==> config.mk <==
export PLATFORM = sky130hd
export DESIGN_NAME = i2c_clkcfg_slave
export DESIGN_NICKNAME = d
export VERILOG_FILES = /design/src/rtl/i2c_clkcfg_pkg.sv /design/src/rtl/i2c_clkcfg_sync.sv /design/src/rtl/i2c_clkcfg_link.sv /design/src/rtl/i2c_clkcfg_bank.sv /design/src/rtl/i2c_clkcfg_slave.sv
export SDC_FILE = /design/constraint.sdc
export NUM_CORES = 1
export LEC_CHECK = 0
export ABC_AREA = 1
export ABC_CLOCK_PERIOD_IN_PS = 4200
export BUFFER_PORTS_ARGS = -buffer_cell sky130_fd_sc_hd__clkbuf_2
export CORE_UTILIZATION = 50
export DETAILED_ROUTE_END_ITERATION = 10
export GPL_ROUTABILITY_DRIVEN = 0
export PLACE_DENSITY = 0.72
export SLEW_MARGIN = 20
export SYNTH_ARGS = -nofsm -noshare
export SYNTH_HDL_FRONTEND = slang
export SYNTH_SLANG_ARGS = --single-unit
==> constraint.sdc <==
create_clock -name clk -period 4.2 [get_ports clk]
set_input_delay 0.84 -clock clk [delete_from_list [all_inputs] [get_ports clk]]
set_output_delay 0.84 -clock clk [all_outputs]
set_load 0.01 [all_outputs]
==> src/rtl/i2c_clkcfg_pkg.sv <==
package i2c_clkcfg_pkg;
  localparam int NUM_REGS  = 4;
  localparam int REG_BYTES = 6;
  localparam int REG_W     = REG_BYTES * 8;
  localparam int PLL_BYTES = 4;
  localparam int IDX_W     = $clog2(REG_BYTES + 1);
  localparam logic [REG_W-1:0] PLL_KEEP = 48'h0000_0FFF_FFFF;
  localparam logic [REG_W-1:0] SS_KEEP  = 48'h3FFF_FFFF_FFFF;

  typedef enum logic [2:0] {PH_IDLE, PH_ADDR, PH_CMD, PH_DATA, PH_SKIP} phase_t;

  function automatic logic [REG_W-1:0] keep_mask(input int r);
    return (r == 0) ? PLL_KEEP : SS_KEEP;
  endfunction
endpackage

==> src/rtl/i2c_clkcfg_sync.sv <==
module i2c_clkcfg_sync #(
  parameter int STAGES = 2
) (
  input  logic clk,
  input  logic rst_n,
  input  logic scl_i,
  input  logic sda_i,
  output logic sda_o,
  output logic start_o,
  output logic stop_o,
  output logic rise_o,
  output logic fall_o
);
  logic [STAGES-1:0] scl_sh, sda_sh;
  logic scl_q, sda_q, scl_s;

  always_ff @(posedge clk or negedge rst_n) begin
    if (!rst_n) begin
      scl_sh <= '1;
      sda_sh <= '1;
      scl_q  <= 1'b1;
      sda_q  <= 1'b1;
    end else begin
      scl_sh <= {scl_sh[STAGES-2:0], scl_i};
      sda_sh <= {sda_sh[STAGES-2:0], sda_i};
      scl_q  <= scl_s;
      sda_q  <= sda_o;
    end
  end

  assign scl_s   = scl_sh[STAGES-1];
  assign sda_o   = sda_sh[STAGES-1];
  assign start_o = scl_s & scl_q & sda_q & ~sda_o;
  assign stop_o  = scl_s & scl_q & ~sda_q & sda_o;
  assign rise_o  = scl_s & ~scl_q;
  assign fall_o  = ~scl_s & scl_q;
endmodule

==> src/rtl/i2c_clkcfg_link.sv <==
module i2c_clkcfg_link
  import i2c_clkcfg_pkg::*;
#(
  parameter logic [6:0] ADDR_STRAP0 = 7'b1001111,
  parameter logic [6:0] ADDR_STRAP1 = 7'b1011111
) (
  input  logic       clk,
  input  logic       rst_n,
  input  logic       strap_i,
  input  logic       sda_s_i,
  input  logic       start_i,
  input  logic       stop_i,
  input  logic       rise_i,
  input  logic       fall_i,
  output logic       sda_oe_o,
  output logic       cmd_stb_o,
  output logic       data_stb_o,
  output logic [7:0] byte_o
);
  phase_t     phase;
  logic [3:0] bit_cnt;
  logic [7:0] shreg;
  logic       ack_pend;
  logic [7:0] byte_now;
  logic [6:0] own_addr;
  logic       active;

  assign byte_now = {shreg[6:0], sda_s_i};
  assign own_addr = strap_i ? ADDR_STRAP1 : ADDR_STRAP0;
  assign active   = (phase == PH_ADDR) || (phase == PH_CMD) || (phase == PH_DATA);

  always_ff @(posedge clk or negedge rst_n) begin
    if (!rst_n) begin
      phase      <= PH_IDLE;
      bit_cnt    <= '0;
      shreg      <= '0;
      ack_pend   <= 1'b0;
      sda_oe_o   <= 1'b0;
      cmd_stb_o  <= 1'b0;
      data_stb_o <= 1'b0;
      byte_o     <= '0;
    end else begin
      cmd_stb_o  <= 1'b0;
      data_stb_o <= 1'b0;
      if (start_i || stop_i) begin
        phase    <= start_i ? PH_ADDR : PH_IDLE;
        bit_cnt  <= '0;
        ack_pend <= 1'b0;
        sda_oe_o <= 1'b0;
      end else if (rise_i && active) begin
        if (bit_cnt == 4'd8) begin
          bit_cnt <= '0;
        end else begin
          shreg   <= byte_now;
          bit_cnt <= bit_cnt + 4'd1;
          if (bit_cnt == 4'd7) begin
            byte_o <= byte_now;
            unique case (phase)
              PH_ADDR: begin
                if (byte_now[7:1] == own_addr && !byte_now[0]) begin
                  ack_pend <= 1'b1;
                  phase    <= PH_CMD;
                end else begin
                  phase <= PH_SKIP;
                end
              end
              PH_CMD: begin
                ack_pend  <= 1'b1;
                cmd_stb_o <= 1'b1;
                phase     <= PH_DATA;
              end
              default: begin
                ack_pend   <= 1'b1;
                data_stb_o <= 1'b1;
              end
            endcase
          end
        end
      end else if (fall_i) begin
        sda_oe_o <= ack_pend;
        ack_pend <= 1'b0;
      end
    end
  end
endmodule

==> src/rtl/i2c_clkcfg_bank.sv <==
module i2c_clkcfg_bank
  import i2c_clkcfg_pkg::*;
(
  input  logic                      clk,
  input  logic                      rst_n,
  input  logic                      start_i,
  input  logic                      stop_i,
  input  logic                      cmd_stb_i,
  input  logic                      data_stb_i,
  input  logic [7:0]                byte_i,
  output logic [NUM_REGS*REG_W-1:0] cfg_o,
  output logic [NUM_REGS-1:0]       written_o
);
  logic [7:0]           sel_q;
  logic [IDX_W-1:0]     idx_q;
  logic [REG_BYTES-1:0] mask_q;
  logic [REG_W-1:0]     stage_q;
  logic [IDX_W-1:0]     cap;
  logic                 lane_ok;

  always_comb begin
    if (sel_q == 8'd0)                 cap = IDX_W'(PLL_BYTES);
    else if (sel_q < 8'(NUM_REGS))     cap = IDX_W'(REG_BYTES);
    else                               cap = '0;
  end
  assign lane_ok = data_stb_i && (idx_q < cap);

  always_ff @(posedge clk or negedge rst_n) begin
    if (!rst_n) begin
      sel_q   <= 8'hFF;
      idx_q   <= '0;
      mask_q  <= '0;
      stage_q <= '0;
    end else if (start_i || cmd_stb_i) begin
      sel_q  <= cmd_stb_i ? byte_i : 8'hFF;
      idx_q  <= '0;
      mask_q <= '0;
    end else if (stop_i) begin
      mask_q <= '0;
    end else if (lane_ok) begin
      stage_q[idx_q*8 +: 8] <= byte_i;
      mask_q[idx_q]         <= 1'b1;
      idx_q                 <= idx_q + 1'b1;
    end
  end

  for (genvar r = 0; r < NUM_REGS; r++) begin : g_reg
    logic [REG_W-1:0] cfg_q, merged;
    always_comb begin
      for (int b = 0; b < REG_BYTES; b++)
        merged[b*8 +: 8] = mask_q[b] ? stage_q[b*8 +: 8] : cfg_q[b*8 +: 8];
    end
    always_ff @(posedge clk or negedge rst_n) begin
      if (!rst_n) begin
        cfg_q        <= '0;
        written_o[r] <= 1'b0;
      end else if (stop_i && sel_q == 8'(r) && |mask_q) begin
        cfg_q        <= merged & keep_mask(r);
        written_o[r] <= 1'b1;
      end
    end
    assign cfg_o[r*REG_W +: REG_W] = cfg_q;
  end
endmodule

==> src/rtl/i2c_clkcfg_slave.sv <==
module i2c_clkcfg_slave
  import i2c_clkcfg_pkg::*;
#(
  parameter logic [6:0] ADDR_STRAP0 = 7'b1001111,
  parameter logic [6:0] ADDR_STRAP1 = 7'b1011111,
  parameter int         SYNC_STAGES = 2
) (
  input  logic        clk,
  input  logic        rst_n,
  input  logic        addr_strap_i,
  input  logic        scl_i,
  input  logic        sda_i,
  output logic        sda_oe_o,
  output logic [5:0]  pll_m_o,
  output logic [4:0]  pll_n_o,
  output logic [4:0]  pll_k_o,
  output logic [3:0]  pll_cp_o,
  output logic [5:0]  pll_vco_o,
  output logic        pll_drv_o,
  output logic        pll_slew_o,
  output logic [35:0] ss_m_o,
  output logic [32:0] ss_n_o,
  output logic [14:0] ss_k_o,
  output logic [8:0]  ss_l_o,
  output logic [11:0] ss_cp_o,
  output logic [17:0] ss_vco_o,
  output logic [8:0]  ss_rate_o,
  output logic [2:0]  ss_drv_o,
  output logic [2:0]  ss_slew_o,
  output logic [3:0]  written_o
);
  logic sda_s, start_evt, stop_evt, rise_evt, fall_evt;
  logic cmd_stb, data_stb;
  logic [7:0] rx_byte;
  logic [NUM_REGS*REG_W-1:0] cfg_flat;
  logic [NUM_REGS-1:0] unused_hi;

  i2c_clkcfg_sync #(.STAGES(SYNC_STAGES)) u_sync (
    .clk(clk), .rst_n(rst_n), .scl_i(scl_i), .sda_i(sda_i), .sda_o(sda_s),
    .start_o(start_evt), .stop_o(stop_evt), .rise_o(rise_evt), .fall_o(fall_evt)
  );

  i2c_clkcfg_link #(.ADDR_STRAP0(ADDR_STRAP0), .ADDR_STRAP1(ADDR_STRAP1)) u_link (
    .clk(clk), .rst_n(rst_n), .strap_i(addr_strap_i), .sda_s_i(sda_s),
    .start_i(start_evt), .stop_i(stop_evt), .rise_i(rise_evt), .fall_i(fall_evt),
    .sda_oe_o(sda_oe_o), .cmd_stb_o(cmd_stb), .data_stb_o(data_stb), .byte_o(rx_byte)
  );

  i2c_clkcfg_bank u_bank (
    .clk(clk), .rst_n(rst_n), .start_i(start_evt), .stop_i(stop_evt),
    .cmd_stb_i(cmd_stb), .data_stb_i(data_stb), .byte_i(rx_byte),
    .cfg_o(cfg_flat), .written_o(written_o)
  );

  assign pll_m_o    = cfg_flat[5:0];
  assign pll_n_o    = cfg_flat[10:6];
  assign pll_k_o    = cfg_flat[15:11];
  assign pll_cp_o   = cfg_flat[19:16];
  assign pll_vco_o  = cfg_flat[25:20];
  assign pll_drv_o  = cfg_flat[26];
  assign pll_slew_o = cfg_flat[27];
  assign unused_hi[0] = ^cfg_flat[REG_W-1:28];

  for (genvar s = 0; s < NUM_REGS - 1; s++) begin : g_ss
    localparam int B = (s + 1) * REG_W;
    assign ss_m_o[s*12 +: 12]  = cfg_flat[B +: 12];
    assign ss_n_o[s*11 +: 11]  = cfg_flat[B+12 +: 11];
    assign ss_k_o[s*5 +: 5]    = cfg_flat[B+23 +: 5];
    assign ss_l_o[s*3 +: 3]    = cfg_flat[B+28 +: 3];
    assign ss_cp_o[s*4 +: 4]   = cfg_flat[B+31 +: 4];
    assign ss_vco_o[s*6 +: 6]  = cfg_flat[B+35 +: 6];
    assign ss_rate_o[s*3 +: 3] = cfg_flat[B+41 +: 3];
    assign ss_drv_o[s]         = cfg_flat[B+44];
    assign ss_slew_o[s]        = cfg_flat[B+45];
    assign unused_hi[s+1]      = ^cfg_flat[B+46 +: 2];
  end
endmodule

======== Word-level counts from Yosys, hierarchy flattened ========
Index checks and enable logic that the tools add are counted.
word-level totals
  output and inout port bits .............. 171
  flip-flop bits (word level) ............. 267
  word-level logic and storage cells ...... 181
operators by class
  $lt $le $gt $ge ......................... 4
  equal/unequal tests ..................... 15
  $add $sub $neg .......................... 3
  shifts and indexed selects .............. 2
  muxes and demuxes ....................... 43
  reduce and logical (&&, ||, !) cells .... 56
  bitwise logic cells ..................... 16
operator list
  operator                                                    count
  bitwise mux 48 bit                                          1
  AND reduction 2 bit                                         24
  variable shift 8 x 34 -> 48 bit, first input constant       1
  indexed part select 8 x 34 -> 48 bit                        1
  negation 6 -> 34 bit                                        1
  two-way mux 3 bit                                           10
  two-way mux 1 bit                                           22
  two-way mux 6 bit                                           3
  == test 8 x 2 -> 1 bit, second input constant               2
  logical AND 1 bit                                           12
  two-way mux 4 bit                                           3
  AND reduction 4 bit                                         3
  nonzero test 3 bit                                          3
  == test 8 x 1 -> 1 bit, second input constant               1
  logical NOT 8 bit                                           1
  less-than comparator 8 x 3 -> 1 bit, second input constant  1
  two-way mux 8 bit                                           1
  NOT 1 bit                                                   8
  nonzero test 2 bit                                          4
  AND 1 bit                                                   7
  == test 7 bit                                               1
  == test 3 x 2 -> 1 bit, second input constant               2
  != test 3 x 2 -> 1 bit, second input constant               2
  bitwise OR 6 bit                                            1
  other kinds (19)                                            24

======== Depth between registers and ports, before layout ========
  depth in word-level cells ............... 9
  depth in mapped cells ................... 10

======== Hierarchy ========
A second synthesis with hierarchy kept.
unflattened totals
  cell total of the unflattened synthesis .. 1,213
  area, all modules ....................... 11,169.5 µm²
by module, submodules not included
  module           times used  area an instance (µm²)  cells each
  i2c_clkcfg_bank  1           9,675.5                 1,056
  i2c_clkcfg_link  1           1,295.0                 140
  i2c_clkcfg_sync  1           198.9                   17

======== Worst setup path after synthesis ========
No wires, ideal clock.
  kind .................................... reg2reg
  start point ............................. register u_bank.idx_q[0]
  end point ............................... register u_bank.stage_q[16]
  slack ................................... 1,869 ps
  stages on the path, launching flop included .. 11
  arrival ................................. 2,213 ps
  library setup time ...................... 118 ps
  buffers on the path ..................... 2
  path through ............................ dfrtp_1 -> inv_1 -> buf_2 -> ha_1 -> ha_1 -> buf_2 -> nand2_1 -> nor2_2 -> nand4_1 -> nand2_1 -> nand2_1
on the way
  longest elaborated chain between the ends .. 3
ends and longest elaborated chain
  element                                                                    RTL line                                      source
  from (decl)                                                                i2c_clkcfg_bank.sv:15                         logic [IDX_W-1:0] idx_q;
  from (signal assigned)                                                     i2c_clkcfg_bank.sv:43                         idx_q <= idx_q + 1'b1;
  negation 6 -> 34 bit / less-than comparator 3 bit (equally long branches)  i2c_clkcfg_bank.sv:41, i2c_clkcfg_bank.sv:26
  indexed part select 8 x 34 -> 48 bit (tied with other cells)               i2c_clkcfg_bank.sv:41                         stage_q[idx_q*8 +: 8] <= byte_i;
  bitwise mux 48 bit / AND reduction 3 bit (equally long branches)           -
  to (signal, indexed assignment)                                            i2c_clkcfg_bank.sv:41
  to (decl)                                                                  i2c_clkcfg_bank.sv:17                         logic [REG_W-1:0] stage_q;
Parallel ways exist; a longest one is shown, timed or not.
A chain may end at the register's enable or synchronous reset.

======== Worst setup path in the final report ========
  start point ............................. register u_bank.idx_q[0]
  end point ............................... register u_bank.stage_q[14]
The elaborated chain is that of the path after synthesis.

==> results <==
- The final layout contains around 1400 nets.
- For this run, the leading register cell type out of synthesis is dfrtp_1.
- The final wirelength is 26.98 mm.
- The final worst-path setup slack is around 0.98 ns.
- The synthesized net count is 1240.
- After clock tree synthesis, the flow added hold-fix buffers numbering 0.
- The tightest slew margin relative to the limit is roughly two fifths.
- The utilization after layout is 61.02%.
- Final hold analysis gives a worst-case slack of 0.3504 ns.
- Among all stages on the critical path, the largest delay is contributed by dfrtp_1.
- The number of buffers inserted by port buffering is 175.
- The number of inserted filler cells in the final layout is 1876.
- The number of gates resized after CTS was 0.
- The number of antenna violations at the first check in global routing is 0.
- Once the floorplan was initialized, standard cells occupied about half of the core.
- The final-report max-slew violation count was 0.
- The final worst clock skew is 0.02105 ns.
- The total vias in the final route is 8866.
- The floorplan step set the die width to approximately 150 um.
- The count of final hold-check violations is 0.
- The actual slew at the worst max-slew pin is 0.8838 ns.
- The maximum clock path buffer count is 3.
- The post-CTS setup repair buffer count is 0.
- In the final layout, the multi-input gates occupy 0.003815 sq mm.
- Traced cell by cell, the critical path runs through inv_1 -> ha_1 -> ha_1 -> clkinv_1 -> nor3_4 -> nand4_2 -> nand2_1 -> nand2_1.
- The final non-filler cell total is 1697.
- The count of standard-cell rows is 53.
- The share of async-settable or async-resettable flops after synthesis is 100.0%.
- Counting I/O delays and the setup requirement, the final critical path takes 3.217 ns.
- The capturing element type of the critical path is a register.
- The most common cell in the synthesized netlist is nand2_1.
- The tool flagged a number of max-cap violations equal to 0.
- For this design, the sink count on the clock tree is about 270.
- Using the TritonRoute via totals, the vias-per-cell ratio works out to 5.225.
- The post-synthesis instance area is roughly 0.011 sq mm.
- During synthesis, Yosys emitted a total of 0 warnings.
- The number of global-route vias before repair came to about 8300.
- The area growth from synthesis to layout is 18.27%.
- The total area of sequential cells is 0.006649 sq mm.
- The depth of the CTS H-tree is 1.
- The core region is 0.02122 sq mm.
- The run finished with clean final reports.
- The synthesized design contains 0 enable-type register cells.
- The maximum number of pins on one net before global-route repair is between 100 and 150.
- The area fraction of the dominant cell type after synthesis is 57.37%.
- The area of the die is 0.02249 sq mm.
- Of all nets on the critical path, the largest fanout is 18.
- Global routing used approximately 25% of the available tracks.
- During I/O placement, the number of pins put on the boundary was between 150 and 200.
- The cell count after synthesis is 1226.
- The number of buffers created by CTS is 27.
- The vertical die dimension is between 100 and 150 um.
- Once detail routing completed, the nets flagged for antenna violations numbered 0.
- The highest attainable clock frequency is 0.3109 GHz.
- The post-placement cell count is 1649.
- The worst setup timing slack at the placement stage is 1.065 ns.
- For this design the ratio of total power to cell area is 396.9 mW/mm^2.
- The cell type with the largest total area after synthesis is dfrtp_1.
- The clock transition at the registers of the reported paths is 0.06 ns.
- Yosys mapped the design onto 32 distinct sky130hd cell types.
- The total inserted antenna cells is 0.
- The HPWL reported at the end of detailed placement is 18.83 mm.
- The detailed-route wire length per cell is 15.90 um.
- The stage delay of the slowest cell on the critical path is 0.67 ns.
- The summed negative setup slack over all endpoints is 0 ns.
- In the final layout, the share of cells above drive strength 1 is between 10% and 20%.
- The sequential cell area fraction in the yosys report is 60.73%.
- VDD sags by at most approximately 340 uV.
- TritonCTS built the clock tree.
- The signal arrival time at the worst endpoint is 3.64 ns.
- In the synthesized netlist, the cells that appear most often are nand2_1 (463), dfrtp_1 (251), o21ai_0 (165).
- Setup repair after global routing left no endpoint under its margin.
- The type of the most critical hold path is input port to async pin.
- The synthesized design contains 265 register bits.
- The worst setup path is launched from a register.
- The post-route DRC violation count is 0.
- Setup violations remaining at the end of the flow were counted as 0.
- The global-route wire length before repair is 43.67 mm.
- The number of DRC markers after the initial detailed-route iteration is roughly 640.
- The synthesized area divided by synthesized cell count is ~9 sq um.
- The worst setup path is of the register to register kind.
- At the later pin of the worst-skew pair, clock insertion delay measures ~0.54 ns.
- The analysis attributes to cell leakage a power of 0.007003 uW.
- The final cycle utilization of the critical path is 76.59%.
- The number of iterations in the first detailed-routing pass is 7.
- By area the synthesized netlist is led by dfrtp_1 (57%), nand2_1 (16%), o21ai_0 (7.5%), nand3_1 (3.6%), dfstp_2 (3.4%).
- The clock root buffer master is clkbuf_16.
- The total overflow left after global routing is 0.
- For the worst setup path, the data required time is 4.63 ns.
[through the flow]
| step | area (sq um) | power (uW) |
|---|---|---|
| after floorplan | 10950 | 2788 |
| after global placement | 12090 | 2873 |
| after detailed placement | 12090 | 2882 |
| after CTS | 12950 | 5184 |
| after global routing | 12950 | 5324 |
| final | 12950 | 5140 |
[report_power, final]
group	internal, uW	leakage (uW)	switching (uW)
clock	1330	0.000408	973
combinational	49.0	0.00295	114
sequential	2610	0.00365	55.3
[state kept, by name, summed over array words and instances, names as in the netlist, 3 cells and up]
register / count
u_link.byte_o: 8
u_link.bit_cnt: 4
u_link.shreg: 7
u_bank.written_o: 4
u_bank.sel_q: 8
u_link.phase: 3
u_bank.mask_q: 6
u_bank.idx_q: 3
u_bank.g.cfg_q: 166
u_bank.stage_q: 46
[worst max-delay path, delay by kind of cell, from the launching register on]
family | cells | cell delay, ns
buffers and inverters | 2 | 0.68
DFF | 1 | 0.67
and+or+nand+nor | 4 | 0.86
adders and majority gates | 2 | 0.90
[cells in the final DEF, fill, tap and decap left out, types with 8 or more instances in the layout]
master	instances
a21oi_1	8
buf_4	8
clkbuf_16	27
clkbuf_2	174
dfrtp_1	251
dfstp_2	14
ha_1	9
inv_1	73
nand2_1	463
nand3_1	78
nand4_1	9
nor2_1	60
nor2_2	10
nor3_1	9
o21ai_0	165
[final cells by class]
type,instances,share of cell area [%]
sequential,265,51.35
clock inverter,9,0.6474
multi-input combinational,844,29.46
timing repair buffer,185,7.614
clock buffer,39,5.952
tap,275,2.657
inverter,80,2.319
[layer usage]
layer	vias up	track usage [%]	part of all wire, %
li1	4308	-	-
met4	0	6.768	2.3
met3	47	3.201	4.9
met1	4266	35.54	45
met5	-	0	0
met2	245	38.84	47
[path summary, 6_finish.rpt]
check	end	startpoint	slack [ns]	cells after the start
setup / recovery	u_bank.stage_q[14]	u_bank.idx_q[0]	0.98	8
hold / removal	u_bank.g_reg[0].cfg_q[6]	rst_n	0.35	1
setup reg to reg	u_bank.stage_q[14]	u_bank.idx_q[0]	0.98	8
hold reg to reg	u_sync.scl_sh[1]	u_sync.scl_sh[0]	0.36	0
max in group asynchronous	u_bank.sel_q[3]	rst_n	2.90	2
min in group clk	u_sync.scl_sh[1]	u_sync.scl_sh[0]	0.36	0
[kinds of logic (layout without fill, tap and decap cells)]
family,Yosys count,after routing,synth area share (%)
buf+inv,117,313,4.423
flops,265,265,60.73
simple gates,647,647,24.82
xor+xnor,4,4,0.3201
fa+ha+maj,9,9,1.029
compound gates,184,184,8.674
Power figures use the tool's default switching activity.
